`config.mk`:
```
export PLATFORM = sky130hd
export DESIGN_NAME = ring_melody_ctrl
export DESIGN_NICKNAME = d
export VERILOG_FILES = /design/src/rtl/ring_pkg.sv /design/src/rtl/ring_edge_sync.sv /design/src/rtl/ring_period_qual.sv /design/src/rtl/ring_tone_gen.sv /design/src/rtl/ring_melody_ctrl.sv
export SDC_FILE = /design/constraint.sdc
export NUM_CORES = 1
export LEC_CHECK = 0
export BUFFER_PORTS_ARGS = -buffer_cell sky130_fd_sc_hd__buf_4
export CAP_MARGIN = 20
export CORE_MARGIN = 3
export CORE_UTILIZATION = 55
export DETAILED_ROUTE_END_ITERATION = 10
export PLACE_DENSITY = 0.81
export SYNTH_ARGS = -nofsm -noshare
export SYNTH_HDL_FRONTEND = slang
export SYNTH_SLANG_ARGS = --single-unit
```
`constraint.sdc`:
```
create_clock -name clk_i -period 4.4 [get_ports clk_i]
set_clock_uncertainty 0.2 [all_clocks]
set_input_delay 0.66 -clock clk_i [delete_from_list [all_inputs] [get_ports clk_i]]
set_output_delay 0.66 -clock clk_i [all_outputs]
set_load 0.05 [all_outputs]
```
`src/rtl/ring_pkg.sv`:
```
package ring_pkg;

  typedef enum logic {
    TONE_A = 1'b0,
    TONE_B = 1'b1
  } tone_e;

  // Rounded integer division, used to derive clock dividers.
  function automatic int unsigned rdiv(input int unsigned num, input int unsigned den);
    return (num + den / 2) / den;
  endfunction

endpackage

```
`src/rtl/ring_edge_sync.sv`:
```
module ring_edge_sync #(
  parameter int STAGES = 2
) (
  input  logic clk_i,
  input  logic rst_i,
  input  logic d_i,
  output logic rise_o
);

  logic [STAGES:0] sh_q;

  always_ff @(posedge clk_i) begin
    if (rst_i) sh_q <= '0;
    else       sh_q <= {sh_q[STAGES-1:0], d_i};
  end

  assign rise_o = sh_q[STAGES-1] & ~sh_q[STAGES];

endmodule

```
`src/rtl/ring_period_qual.sv`:
```
module ring_period_qual #(
  parameter int TICK_DIV = 3580,
  parameter int PER_MIN  = 15,
  parameter int PER_MAX  = 76,
  parameter int TIMEOUT  = 80,
  parameter int QUAL     = 75
) (
  input  logic clk_i,
  input  logic rst_i,
  input  logic clr_i,
  input  logic rise_i,
  output logic valid_o
);

  localparam int TW = $clog2(TICK_DIV + 1);
  localparam int SW = $clog2(TIMEOUT + 2);
  localparam int QW = $clog2(QUAL + 1);
  localparam logic [TW-1:0] TICK_LAST = TW'(TICK_DIV - 1);
  localparam logic [SW-1:0] TMO_V     = SW'(TIMEOUT);
  localparam logic [SW-1:0] TMO_PRE   = SW'(TIMEOUT - 1);
  localparam logic [SW-1:0] MIN_V     = SW'(PER_MIN);
  localparam logic [SW-1:0] MAX_V     = SW'(PER_MAX);
  localparam logic [QW-1:0] QUAL_V    = QW'(QUAL);

  logic [TW-1:0] tick_q, tick_n;
  logic [SW-1:0] since_q, since_n, meas;
  logic [QW-1:0] qual_q, qual_n;
  logic          armed_q, armed_n, valid_q, valid_n;
  logic          tick, in_band, timeout_hit, kill, arm_start;

  assign tick    = (tick_q == TICK_LAST);
  // Elapsed ticks at this edge, including a tick landing in the same cycle.
  assign meas    = since_q + {{(SW-1){1'b0}}, tick};
  assign in_band = (meas >= MIN_V) && (meas <= MAX_V);

  always_comb begin
    tick_n      = rise_i ? '0 : (tick ? '0 : tick_q + 1'b1);
    since_n     = since_q;
    if (rise_i)                       since_n = '0;
    else if (tick && since_q != TMO_V) since_n = since_q + 1'b1;
    timeout_hit = !rise_i && tick && (since_q == TMO_PRE);
    kill        = (rise_i && !in_band) || timeout_hit;
    arm_start   = rise_i && in_band && !armed_q;
    armed_n     = armed_q;
    qual_n      = qual_q;
    valid_n     = valid_q;
    if (kill) begin
      armed_n = 1'b0;
      qual_n  = '0;
      valid_n = 1'b0;
    end else if (arm_start) begin
      armed_n = 1'b1;
      qual_n  = '0;
      valid_n = 1'b0;
    end else if (armed_q && tick && !valid_q) begin
      qual_n  = qual_q + 1'b1;
      valid_n = (qual_q + 1'b1 == QUAL_V);
    end
  end

  always_ff @(posedge clk_i) begin
    if (rst_i || clr_i) begin
      tick_q  <= '0;
      since_q <= TMO_V;
      qual_q  <= '0;
      armed_q <= 1'b0;
      valid_q <= 1'b0;
    end else begin
      tick_q  <= tick_n;
      since_q <= since_n;
      qual_q  <= qual_n;
      armed_q <= armed_n;
      valid_q <= valid_n;
    end
  end

  assign valid_o = valid_q;


  qual_range_chk: assert property (@(posedge clk_i) disable iff (rst_i)
    qual_q <= QUAL_V);


  valid_from_armed_chk: assert property (@(posedge clk_i) disable iff (rst_i)
    $rose(valid_q) |-> $past(armed_q));


  out_of_band_drop_chk: assert property (@(posedge clk_i) disable iff (rst_i)
    (rise_i && !in_band) |=> !valid_q);

endmodule

```
`src/rtl/ring_tone_gen.sv`:
```
module ring_tone_gen
  import ring_pkg::*;
#(
  parameter int TICK_DIV = 3580,
  parameter int HALF_A   = 1432,
  parameter int HALF_B   = 1119,
  parameter int SWAP     = 25
) (
  input  logic clk_i,
  input  logic rst_i,
  input  logic en_i,
  output logic drive_o
);

  localparam int HMAX = (HALF_A > HALF_B) ? HALF_A : HALF_B;
  localparam int HW   = $clog2(HMAX + 1);
  localparam int TW   = $clog2(TICK_DIV + 1);
  localparam int WW   = $clog2(SWAP + 1);
  localparam logic [HW-1:0] HA_V      = HW'(HALF_A);
  localparam logic [HW-1:0] HB_V      = HW'(HALF_B);
  localparam logic [TW-1:0] TICK_LAST = TW'(TICK_DIV - 1);
  localparam logic [WW-1:0] SWAP_LAST = WW'(SWAP - 1);

  tone_e         sel_q;
  logic [HW-1:0] half_q, cur_half;
  logic [TW-1:0] tick_q;
  logic [WW-1:0] swap_q;
  logic          phase_q, started_q, tick, swap_now;

  assign cur_half = (sel_q == TONE_A) ? HA_V : HB_V;
  assign tick     = (tick_q == TICK_LAST);
  assign swap_now = tick && (swap_q == SWAP_LAST);

  always_ff @(posedge clk_i) begin
    if (rst_i || !en_i) begin
      sel_q     <= TONE_A;
      half_q    <= '0;
      tick_q    <= '0;
      swap_q    <= '0;
      phase_q   <= 1'b0;
      started_q <= 1'b0;
    end else if (!started_q) begin
      started_q <= 1'b1;
      phase_q   <= 1'b1;
      half_q    <= '0;
      tick_q    <= '0;
      swap_q    <= '0;
    end else begin
      tick_q <= tick ? '0 : tick_q + 1'b1;
      if (swap_now) begin
        sel_q   <= (sel_q == TONE_A) ? TONE_B : TONE_A;
        swap_q  <= '0;
        half_q  <= '0;
        phase_q <= 1'b1;
      end else begin
        if (tick) swap_q <= swap_q + 1'b1;
        if (half_q == cur_half - 1'b1) begin
          half_q  <= '0;
          phase_q <= ~phase_q;
        end else begin
          half_q <= half_q + 1'b1;
        end
      end
    end
  end

  assign drive_o = phase_q;


  half_bound_chk: assert property (@(posedge clk_i) disable iff (rst_i)
    half_q < cur_half);


  swap_bound_chk: assert property (@(posedge clk_i) disable iff (rst_i)
    swap_q <= SWAP_LAST);

endmodule

```
`src/rtl/ring_melody_ctrl.sv`:
```
module ring_melody_ctrl
  import ring_pkg::*;
#(
  parameter int CLK_HZ      = 3579545,
  parameter int TICK_HZ     = 1000,
  parameter int TONE_A_HZ   = 1250,
  parameter int TONE_B_HZ   = 1600,
  parameter int PER_MIN_T   = 15,
  parameter int PER_MAX_T   = 76,
  parameter int TIMEOUT_T   = 80,
  parameter int QUAL_T      = 75,
  parameter int SWAP_T      = 25,
  parameter int SYNC_STAGES = 2
) (
  input  logic clk_i,
  input  logic rst_i,
  input  logic hook_i,
  input  logic ring_i,
  output logic melody_o,
  output logic melody_oe_o,
  output logic ring_valid_o
);

  localparam int TICK_DIV = int'(rdiv(CLK_HZ, TICK_HZ));
  localparam int HALF_A   = int'(rdiv(CLK_HZ, 2 * TONE_A_HZ));
  localparam int HALF_B   = int'(rdiv(CLK_HZ, 2 * TONE_B_HZ));

  logic rise, valid, tone_en, drive;

  ring_edge_sync #(.STAGES(SYNC_STAGES)) u_sync (
    .clk_i (clk_i),
    .rst_i (rst_i),
    .d_i   (ring_i),
    .rise_o(rise)
  );

  ring_period_qual #(
    .TICK_DIV(TICK_DIV),
    .PER_MIN (PER_MIN_T),
    .PER_MAX (PER_MAX_T),
    .TIMEOUT (TIMEOUT_T),
    .QUAL    (QUAL_T)
  ) u_qual (
    .clk_i  (clk_i),
    .rst_i  (rst_i),
    .clr_i  (hook_i),
    .rise_i (rise),
    .valid_o(valid)
  );

  assign tone_en = valid & ~hook_i;

  ring_tone_gen #(
    .TICK_DIV(TICK_DIV),
    .HALF_A  (HALF_A),
    .HALF_B  (HALF_B),
    .SWAP    (SWAP_T)
  ) u_tone (
    .clk_i  (clk_i),
    .rst_i  (rst_i),
    .en_i   (tone_en),
    .drive_o(drive)
  );

  assign melody_o     = 1'b0;
  assign melody_oe_o  = drive;
  assign ring_valid_o = valid;


  offhook_clear_chk: assert property (@(posedge clk_i) disable iff (rst_i)
    hook_i |=> (!ring_valid_o && !melody_oe_o));


  oe_needs_valid_chk: assert property (@(posedge clk_i) disable iff (rst_i)
    melody_oe_o |-> $past(ring_valid_o));

endmodule

```
==> impl_metrics.tcl, run 1 <==
set metrics [dict create \
    wire_per_inst_um 12.4 \
    cts_hold_buffers 0 \
    start_kind "flip-flop" \
    yosys-top-cells-area "dfxtp_1, xor2_1, nor2_1" \
    p_switching_mw 0.237 \
    drv_slew 0 \
    drive_above_1_share_pct 9.22 \
    hold-path-endpoint "u_sync.sh_q[1]$_SDFF_PP0_" \
    io-pin-count 7 \
    hold_path.class "flip-flop to flip-flop" \
    reg2regPathDepth 10 \
    chipWidth_um 80.0 \
    area_growth_syn_to_layout_pct 10.3 \
    p_leak_nw 1.13 \
    layout_common_cells "dfxtp_1, nor2_1, xor2_1" \
    relSlewSlack_pct 61.8 \
    antenna_found_initial 0 \
    gr-total-overflow 0 \
    drv_cap 0 \
    r2r_end "u_qual.qual_q[1]$_SDFFE_PP0P_" \
    setup_tns_ns 0 \
    min_period_over_period_pct 75.4 \
    p_clk_share_pct 51.1 \
    initial_core_util_pct 57.9 \
    route.vias.total 2233 \
    clock_sinks 62 \
    grt_pass1_vias 2131 \
    synth_nets 351 \
    drc 0 \
    drt_iter0_drc 98 \
    ir_drop_mv 0.315 \
    syn_area_per_cell_um2 8.97 \
    die_y_um 80.0 \
    tightest_slew_ns 0.568 \
    grt_max_degree 14 \
    clkTransAtPathRegs_ns 0.06 \
    ys_seq_area_share_pct 41.2 \
    power.share.sequential_pct 47.2 \
    fmax_mhz 301 \
    rows 26 \
    die_area_mm2 0.00640 \
    grt_pass1_wl_mm 9.23 \
    io_buffers 5 \
    syn_inst 336 \
    yosysTopAreaCell "dfxtp_1" \
    cts_resized 0 \
    setup_violations 0 \
    place.gp.congestion 0.831 \
    utilization_pct 63.8 \
    final_common_cell "dfxtp_1" \
    first_pass_iters 4 \
    p_int_mw 0.964 \
    period_needed_ns 3.32 \
    core_area_mm2 0.00520 \
    clk_latency_ns 0.35 \
    path_max_fanout 9 \
    viasPerCell 5.35 \
    clock-root-buffer "clkbuf_8" \
    crit_type "flip-flop to flip-flop" \
    routed_wl_mm 5.16 \
    dp_hpwl_mm 3.53 \
    hold_depth 1 \
    synth-seq-cells 62 \
    r2r_slack_ns 1.08 \
    power.density_mw_per_mm2 362 \
    post_cts_buffers 0 \
    hold_start "u_sync.sh_q[0]$_SDFF_PP0_" \
    track_usage_pct 18.2 \
    yosys_warnings 0 \
    grt_setup_unrepaired "false" \
    postSynth.asyncResetShare_pct 0 \
    synth.distinct_cells 50 \
    synth_flop_cell "dfxtp_1" \
    hold_viol 0 \
    end_kind "flip-flop" \
    synthDominantCellAreaShare_pct 41.2 \
    regToRegStartpoint "u_qual.tick_q[0]$_SDFF_PP0_" \
    swShare_pct 19.7 \
    combPwrFrac_pct 1.6 \
    synth_edf_count 0 \
    fin_nets 357 \
    cts_buffer_depth 2 \
    cts_made_buffers 9 \
    netlist_area_mm2 0.00301 \
    postRouteAntennaNets 0 \
    antenna_cells 0 \
    arrival_ns 3.38 \
    status "complete, no violations" \
    cts_tree "built" \
    h-tree-depth 3 \
    worstPathRequired_ns 4.46 \
]
worst max-delay path: stages (launching register included):
cell	delay, ns
dfxtp_1	0.35
ha_1	0.24
nand4b_1	0.21
nor3_2	0.41
ha_1	0.35
ha_1	0.31
and4_4	0.28
a31oi_1	0.09
a211oi_2	0.27
o221ai_2	0.24
a221oi_2	0.30
state kept, by name (all words and copies together), names as in the netlist:
register,count
u_tone.half_q,11
u_qual.since_q,7
u_sync.sh_q,3
u_qual.valid_o,1
u_tone.tick_q,12
u_tone.sel_q,1
u_qual.tick_q,12
u_qual.qual_q,7
u_tone.started_q,1
u_qual.armed_q,1
u_tone.swap_q,5
u_tone.drive_o,1
power by group through the flow:
stage	sequential, mW	combinational [mW]	clock (mW)
after CTS	0.567	0.0198	0.625
final	0.567	0.0198	0.614
after global placement	0.580	0.0192	0
after global routing	0.567	0.0219	0.647
after floorplan	0.579	0.0156	0
after detailed placement	0.580	0.0196	0
stage by stage:
| step | cells | instance area, µm² | hold slack [ns] | setup slack [ns] | power [mW] |
|---|---|---|---|---|---|
| 5_1_grt | 417 | 3320 | 0.261 | 0.765 | 1.24 |
| 3_3_place_gp | 401 | 3070 | 0.222 | 1.23 | 0.599 |
| 6_report | 417 | 3320 | 0.240 | 1.08 | 1.20 |
| 2_1_floorplan | 336 | 3010 | 0.213 | 1.43 | 0.595 |
| 3_5_place_dp | 401 | 3070 | 0.227 | 1.11 | 0.599 |
| 4_1_cts | 417 | 3320 | 0.246 | 1.08 | 1.21 |
final cells by class:
type,count,area [µm²]
Clock buffer,11,141
Clock inverter,5,106
Multi-Input combinational cell,250,1660
Inverter,14,52.6
Timing Repair Buffer,5,37.5
Fill cell,418,1880
Sequential cell,62,1240
Tap cell,70,87.6
how the worst max path moves through the flow:
stage	from	end	slack [ns]	cells after the start
3_5_place_dp	u_qual.tick_q[0]$_SDFF_PP0_	u_qual.qual_q[1]$_SDFFE_PP0P_	1.11	10
4_1_cts	u_qual.tick_q[0]$_SDFF_PP0_	u_qual.qual_q[1]$_SDFFE_PP0P_	1.08	10
3_3_place_gp	u_qual.tick_q[0]$_SDFF_PP0_	u_qual.qual_q[1]$_SDFFE_PP0P_	1.23	10
6_report	u_qual.tick_q[0]$_SDFF_PP0_	u_qual.qual_q[1]$_SDFFE_PP0P_	1.08	10
2_1_floorplan	u_qual.tick_q[0]$_SDFF_PP0_	u_qual.qual_q[1]$_SDFFE_PP0P_	1.43	10
5_1_grt	u_qual.tick_q[0]$_SDFF_PP0_	u_qual.qual_q[1]$_SDFFE_PP0P_	0.77	10
metal layers:
layer / GRT usage [%] / wire (µm)
met5: 0 / 0
met4: 9.97 / 120
met2: 27.5 / 2330
met3: 5.19 / 159
met1: 23.2 / 2550
cell families after synthesis:
kind of cell,synth area share [%]
flops,41.2
fa+ha+maj,4.57
simple gates,27.2
mux,0.664
buf+inv,3.86
other cells,0.124
xor+xnor,14.2
compound gates,8.14
Yosys cell counts, types with 2 or more instances:
master / n
nand4b_1: 3
a21oi_1: 10
nand3b_1: 5
and4_1: 4
nand4_1: 17
inv_1: 14
xnor2_1: 18
nor2b_1: 4
o21ai_0: 5
nor4b_1: 2
nor4bb_1: 2
mux2i_1: 2
dfxtp_1: 62
nand2_1: 21
xor2_1: 31
and2_1: 3
ha_1: 11
buf_2: 6
nor2_1: 59
or3_1: 2
a22oi_1: 2
buf_4: 3
a31oi_1: 2
o22ai_1: 2
nand3_1: 17
and3_1: 5
Note: power is estimated with default switching activity, not from simulation.
==> run 2, diff against run 1 <==
==> constraint.sdc (replaced) <==
create_clock -name clk_i -period 3.37 [get_ports clk_i]
set_clock_uncertainty 0.2 [all_clocks]
set_input_delay 0.5055 -clock clk_i [delete_from_list [all_inputs] [get_ports clk_i]]
set_output_delay 0.5055 -clock clk_i [all_outputs]
set_load 0.05 [all_outputs]
==> impl_metrics.tcl, run 2 (synthesis gave the netlist of run 1 again) <==
set metrics [dict create \
    status "complete, no violations" \
    drt_iter0_drc 62 \
    swShare_pct 23.8 \
    drive_above_1_share_pct 9.77 \
    p_leak_nw 1.11 \
    final_common_cell "dfxtp_1" \
    r2r_end "u_qual.qual_q[1]$_SDFFE_PP0P_" \
    cts_buffer_depth 2 \
    setup_violations 0 \
    period_needed_ns 3.08 \
    reg2regPathDepth 10 \
    cp_top_family "compound AO/OA/AOI/OAI gates" \
    die_y_um 80.0 \
    hold_path.class "primary input to flip-flop" \
    dp.cells 402 \
    track_usage_pct 17.9 \
    power.density_mw_per_mm2 409 \
    p_switching_mw 0.317 \
    p_int_mw 1.01 \
    start_kind "flip-flop" \
    p_clk_share_pct 42.4 \
    fin_nets 358 \
    grt_max_degree 14 \
    viasPerCell 5.42 \
    io_buffers 5 \
    critPathMaxStageDelay_ns 0.35 \
    drv_slew 0 \
    utilization_pct 62.5 \
    hold_depth 2 \
    clock_sinks 62 \
    wire_per_inst_um 12.2 \
    cts_hold_buffers 0 \
    crit_top_cell "ha_1" \
    path_max_fanout 8 \
    rows 26 \
    core_area_mm2 0.00520 \
    routed_wl_mm 5.12 \
    nFillCells 452 \
    cts_tree "built" \
    totalPowerFinal_mw 1.33 \
    grt_pass1_wl_mm 8.94 \
    power.share.sequential_pct 55.6 \
    end_kind "flip-flop" \
    cts_made_buffers 9 \
    seqCellArea_mm2 0.00124 \
    worstPathRequired_ns 3.42 \
    holdWs_ns 0.144 \
    grt_setup_unrepaired "false" \
    initial_core_util_pct 57.9 \
    crit_chain "ha_1, nand4b_1, nor3_2, ha_1, ha_1, and4_4, a31oi_1, a211oi_2, o221ai_2, a221oi_2" \
    postRouteAntennaNets 0 \
    area_growth_syn_to_layout_pct 8.01 \
    ir_drop_mv 0.386 \
    chipWidth_um 80.0 \
    relSlewSlack_pct 62.1 \
    multiInputGateArea_mm2 0.00166 \
    clock-root-buffer "clkbuf_8" \
    setup_tns_ns 0 \
    layout_common_cells "dfxtp_1, nor2_1, xor2_1" \
    r2r_slack_ns 0.29 \
    crit_type "flip-flop to flip-flop" \
    cts_resized 0 \
    grt_pass1_vias 2114 \
    place_worst_setup_slack_ns 0.358 \
    reg.largest.list "u_qual.tick_q x12, u_tone.tick_q x12, u_tone.half_q x11" \
    die_area_mm2 0.00640 \
    slowest_stage "dfxtp_1" \
    dp_hpwl_mm 3.62 \
    hold_viol 0 \
    first_pass_iters 4 \
    min_period_over_period_pct 91.3 \
    place_area_mm2 0.00308 \
    clkTransAtPathRegs_ns 0.07 \
    drc 0 \
    post_cts_buffers 0 \
    antenna_cells 0 \
    drv_cap 0 \
    setup_ws_ns 0.294 \
    route.vias.total 2266 \
    io-pin-count 7 \
    clk_latency_ns 0.34 \
    critPathBufInv 0 \
    regToRegStartpoint "u_qual.tick_q[0]$_SDFF_PP0_" \
    fmax_mhz 325 \
    tightest_slew_ns 0.564 \
    final_cell_area_mm2 0.00325 \
    combPwrFrac_pct 2.0 \
    antenna_found_initial 0 \
    place.gp.congestion 0.817 \
    hold_start "rst_i" \
    fin_cells 418 \
    arrival_ns 3.13 \
    gr-total-overflow 0 \
    hold-path-endpoint "u_sync.sh_q[0]$_SDFF_PP0_" \
    h-tree-depth 3 \
]
[run 2: cell count changes in the layout (fill, tap and decap cells not counted)]
cell	change
clkinv_2	+3
inv_6	+2
buf_4	+1
clkbuf_8	-1
clkbuf_1	-1
bufinv_16	-3
[run 2: metal layers]
layer  routed length, µm  global-route usage [%]  up-vias
li1                    -                       -     1181
met1                2480                    21.5     1056
met2                2420                    29.1       22
met3                 128                    5.08        7
met4                  85                    9.12        0
met5                   0                       0        -
[run 2: worst max path at each step]
stage | startpoint | endpoint | slack, ns | cells past startpoint
6_report | u_qual.tick_q[0]$_SDFF_PP0_ | u_qual.qual_q[1]$_SDFFE_PP0P_ | 0.29 | 10
5_1_grt | u_qual.tick_q[0]$_SDFF_PP0_ | u_qual.qual_q[1]$_SDFFE_PP0P_ | 0.07 | 10
4_1_cts | u_qual.tick_q[0]$_SDFF_PP0_ | u_qual.qual_q[1]$_SDFFE_PP0P_ | 0.32 | 10
3_5_place_dp | u_qual.tick_q[0]$_SDFF_PP0_ | u_qual.qual_q[1]$_SDFFE_PP0P_ | 0.36 | 10
3_3_place_gp | u_qual.tick_q[0]$_SDFF_PP0_ | u_qual.qual_q[1]$_SDFFE_PP0P_ | 0.49 | 10
2_1_floorplan | u_qual.tick_q[0]$_SDFF_PP0_ | u_qual.qual_q[1]$_SDFFE_PP0P_ | 0.40 | 10
[run 2: area by class of cell]
type | count | share of cell area, %
clock inverters | 7 | 1.50
multi-input cells | 250 | 50.9
repair buffers | 6 | 1.38
flip-flops and latches | 62 | 38.1
inverters | 14 | 1.61
clock buffers | 9 | 3.81
well taps | 70 | 2.69
[run 2: worst reg2reg max path: cells and delay by family (launching register included)]
family,cells,cell delay (ns)
and+or+nand+nor,3,0.66
AOI/OAI and AO/OA,4,0.96
DFF,1,0.35
adders and majority gates,3,0.81
[run 2: power by group through the flow]
stage	clock network, mW	logic [mW]	registers [mW]
floorplan	0	0.0204	0.756
global placement	0	0.0253	0.757
detailed placement	0	0.0261	0.757
CTS	0.581	0.0263	0.740
global route	0.618	0.0295	0.740
finish	0.565	0.0260	0.740
==> run 3, diff against run 2 <==
--- a/config.mk
+++ b/config.mk
@@ -10,7 +10,7 @@
 export CORE_MARGIN = 3
 export CORE_UTILIZATION = 55
 export DETAILED_ROUTE_END_ITERATION = 10
-export PLACE_DENSITY = 0.81
+export PLACE_DENSITY = 0.71
 export SYNTH_ARGS = -nofsm -noshare
 export SYNTH_HDL_FRONTEND = slang
 export SYNTH_SLANG_ARGS = --single-unit
==> impl_metrics.tcl, run 3 (synthesis gave the netlist of run 1 again) <==
set metrics [dict create \
    status "complete, no violations" \
    fmax_mhz 331 \
    slowest_stage "dfxtp_1" \
    routed_wl_mm 5.13 \
    io_buffers 5 \
    seqCellArea_mm2 0.00124 \
    rows 26 \
    layout_common_cells "dfxtp_1, nor2_1, xor2_1" \
    antenna_found_initial 0 \
    relSlewSlack_pct 59.2 \
    grt_setup_unrepaired "false" \
    dp_hpwl_mm 3.51 \
    route.vias.total 2246 \
    start_kind "flip-flop" \
    utilization_pct 63.3 \
    min_period_over_period_pct 89.7 \
    ir_drop_mv 0.325 \
    wire_per_inst_um 12.3 \
    power.density_mw_per_mm2 446 \
    end_kind "flip-flop" \
    die_y_um 80.0 \
    cts_resized 0 \
    period_needed_ns 3.02 \
    viasPerCell 5.37 \
    cts_made_buffers 9 \
    track_usage_pct 18.6 \
    h-tree-depth 3 \
    cts_tree "built" \
    area_growth_syn_to_layout_pct 9.43 \
    multiInputGateArea_mm2 0.00166 \
    grt_pass1_wl_mm 9.29 \
    worstPathRequired_ns 3.42 \
    arrival_ns 3.07 \
    nFillCells 446 \
    path_max_fanout 8 \
    core_area_mm2 0.00520 \
    hold_path.class "primary input to flip-flop" \
    reg.largest.list "u_qual.tick_q x12, u_tone.tick_q x12, u_tone.half_q x11" \
    crit_chain "ha_1, nand4b_1, nor3_2, ha_1, ha_1, and4_4, a31oi_1, a211oi_2, o221ai_2, a221oi_2" \
    die_area_mm2 0.00640 \
    place.gp.congestion 0.861 \
    clkTransAtPathRegs_ns 0.07 \
    post_cts_buffers 0 \
    grt_pass1_vias 2145 \
    drt_iter0_drc 113 \
    chipWidth_um 80.0 \
    crit_type "flip-flop to flip-flop" \
    p_leak_nw 1.13 \
    clk_latency_ns 0.33 \
    antenna_cells 0 \
    drc 0 \
    cts_hold_buffers 0 \
    first_pass_iters 4 \
    drv_cap 0 \
    tightest_slew_ns 0.608 \
    setup_violations 0 \
    clock_sinks 62 \
    cts_buffer_depth 2 \
    grt_max_degree 14 \
    critPathMaxStageDelay_ns 0.34 \
    io-pin-count 7 \
    drive_above_1_share_pct 9.20 \
    crit_top_cell "ha_1" \
    drv_slew 0 \
    setup_ws_ns 0.348 \
    final_common_cell "dfxtp_1" \
    postRouteAntennaNets 0 \
    hold_viol 0 \
    fin_nets 358 \
    setup_tns_ns 0 \
    initial_core_util_pct 57.9 \
    gr-total-overflow 0 \
    place_worst_setup_slack_ns 0.342 \
    clock-root-buffer "clkbuf_8" \
]
==> run 3: worst paths after layout <==
path | from | slack, ns | end | depth (start not counted)
worst min-delay path | rst_i | 0.14 | u_sync.sh_q[2]$_SDFF_PP0_ | 2
worst max-delay path | u_qual.tick_q[0]$_SDFF_PP0_ | 0.35 | u_qual.qual_q[1]$_SDFFE_PP0P_ | 10
worst max register to register | u_qual.tick_q[0]$_SDFF_PP0_ | 0.35 | u_qual.qual_q[1]$_SDFFE_PP0P_ | 10
worst min register to register | u_qual.tick_q[0]$_SDFF_PP0_ | 0.24 | u_qual.tick_q[0]$_SDFF_PP0_ | 1
==> run 3: critical path: cells and delay by family (launching register included) <==
kind,cells,cell delay (ns)
and+or+nand+nor,3,0.66
DFF,1,0.34
AOI/OAI and AO/OA,4,0.89
adders and majority gates,3,0.84
==> run 3: power breakdown <==
group / internal (mW) / switching [mW] / leakage [nW]
sequential: 0.737 / 0.00353 / 0.500
clock: 0.435 / 0.268 / 0.110
combinational: 0.00938 / 0.0168 / 0.517
==> run 3: area by class of cell <==
cell class              count  area share, %
repair buffers              6           1.37
inverters                  14           1.59
well taps                  70           2.66
clock buffers              12           4.40
flip-flops and latches     62           37.6
clock inverters             4           2.13
multi-input cells         250           50.2
==> run 3: per-stage QoR <==
step                      instances  power (mW)  instance area, µm²  hold WS, ns
after floorplan                 336       0.776                3010        0.213
after global placement          402       0.782                3080        0.222
after detailed placement        402       0.783                3080        0.230
after CTS                       418        1.49                3300        0.129
after global routing            418        1.53                3300        0.134
final                           418        1.47                3300        0.144
==> run 3: layer usage <==
| layer | wire [µm] | GRT usage [%] |
|---|---|---|
| met5 | 0 | 0 |
| met4 | 27 | 6.08 |
| met3 | 167 | 7.11 |
| met2 | 2320 | 28.7 |
| met1 | 2620 | 23.7 |
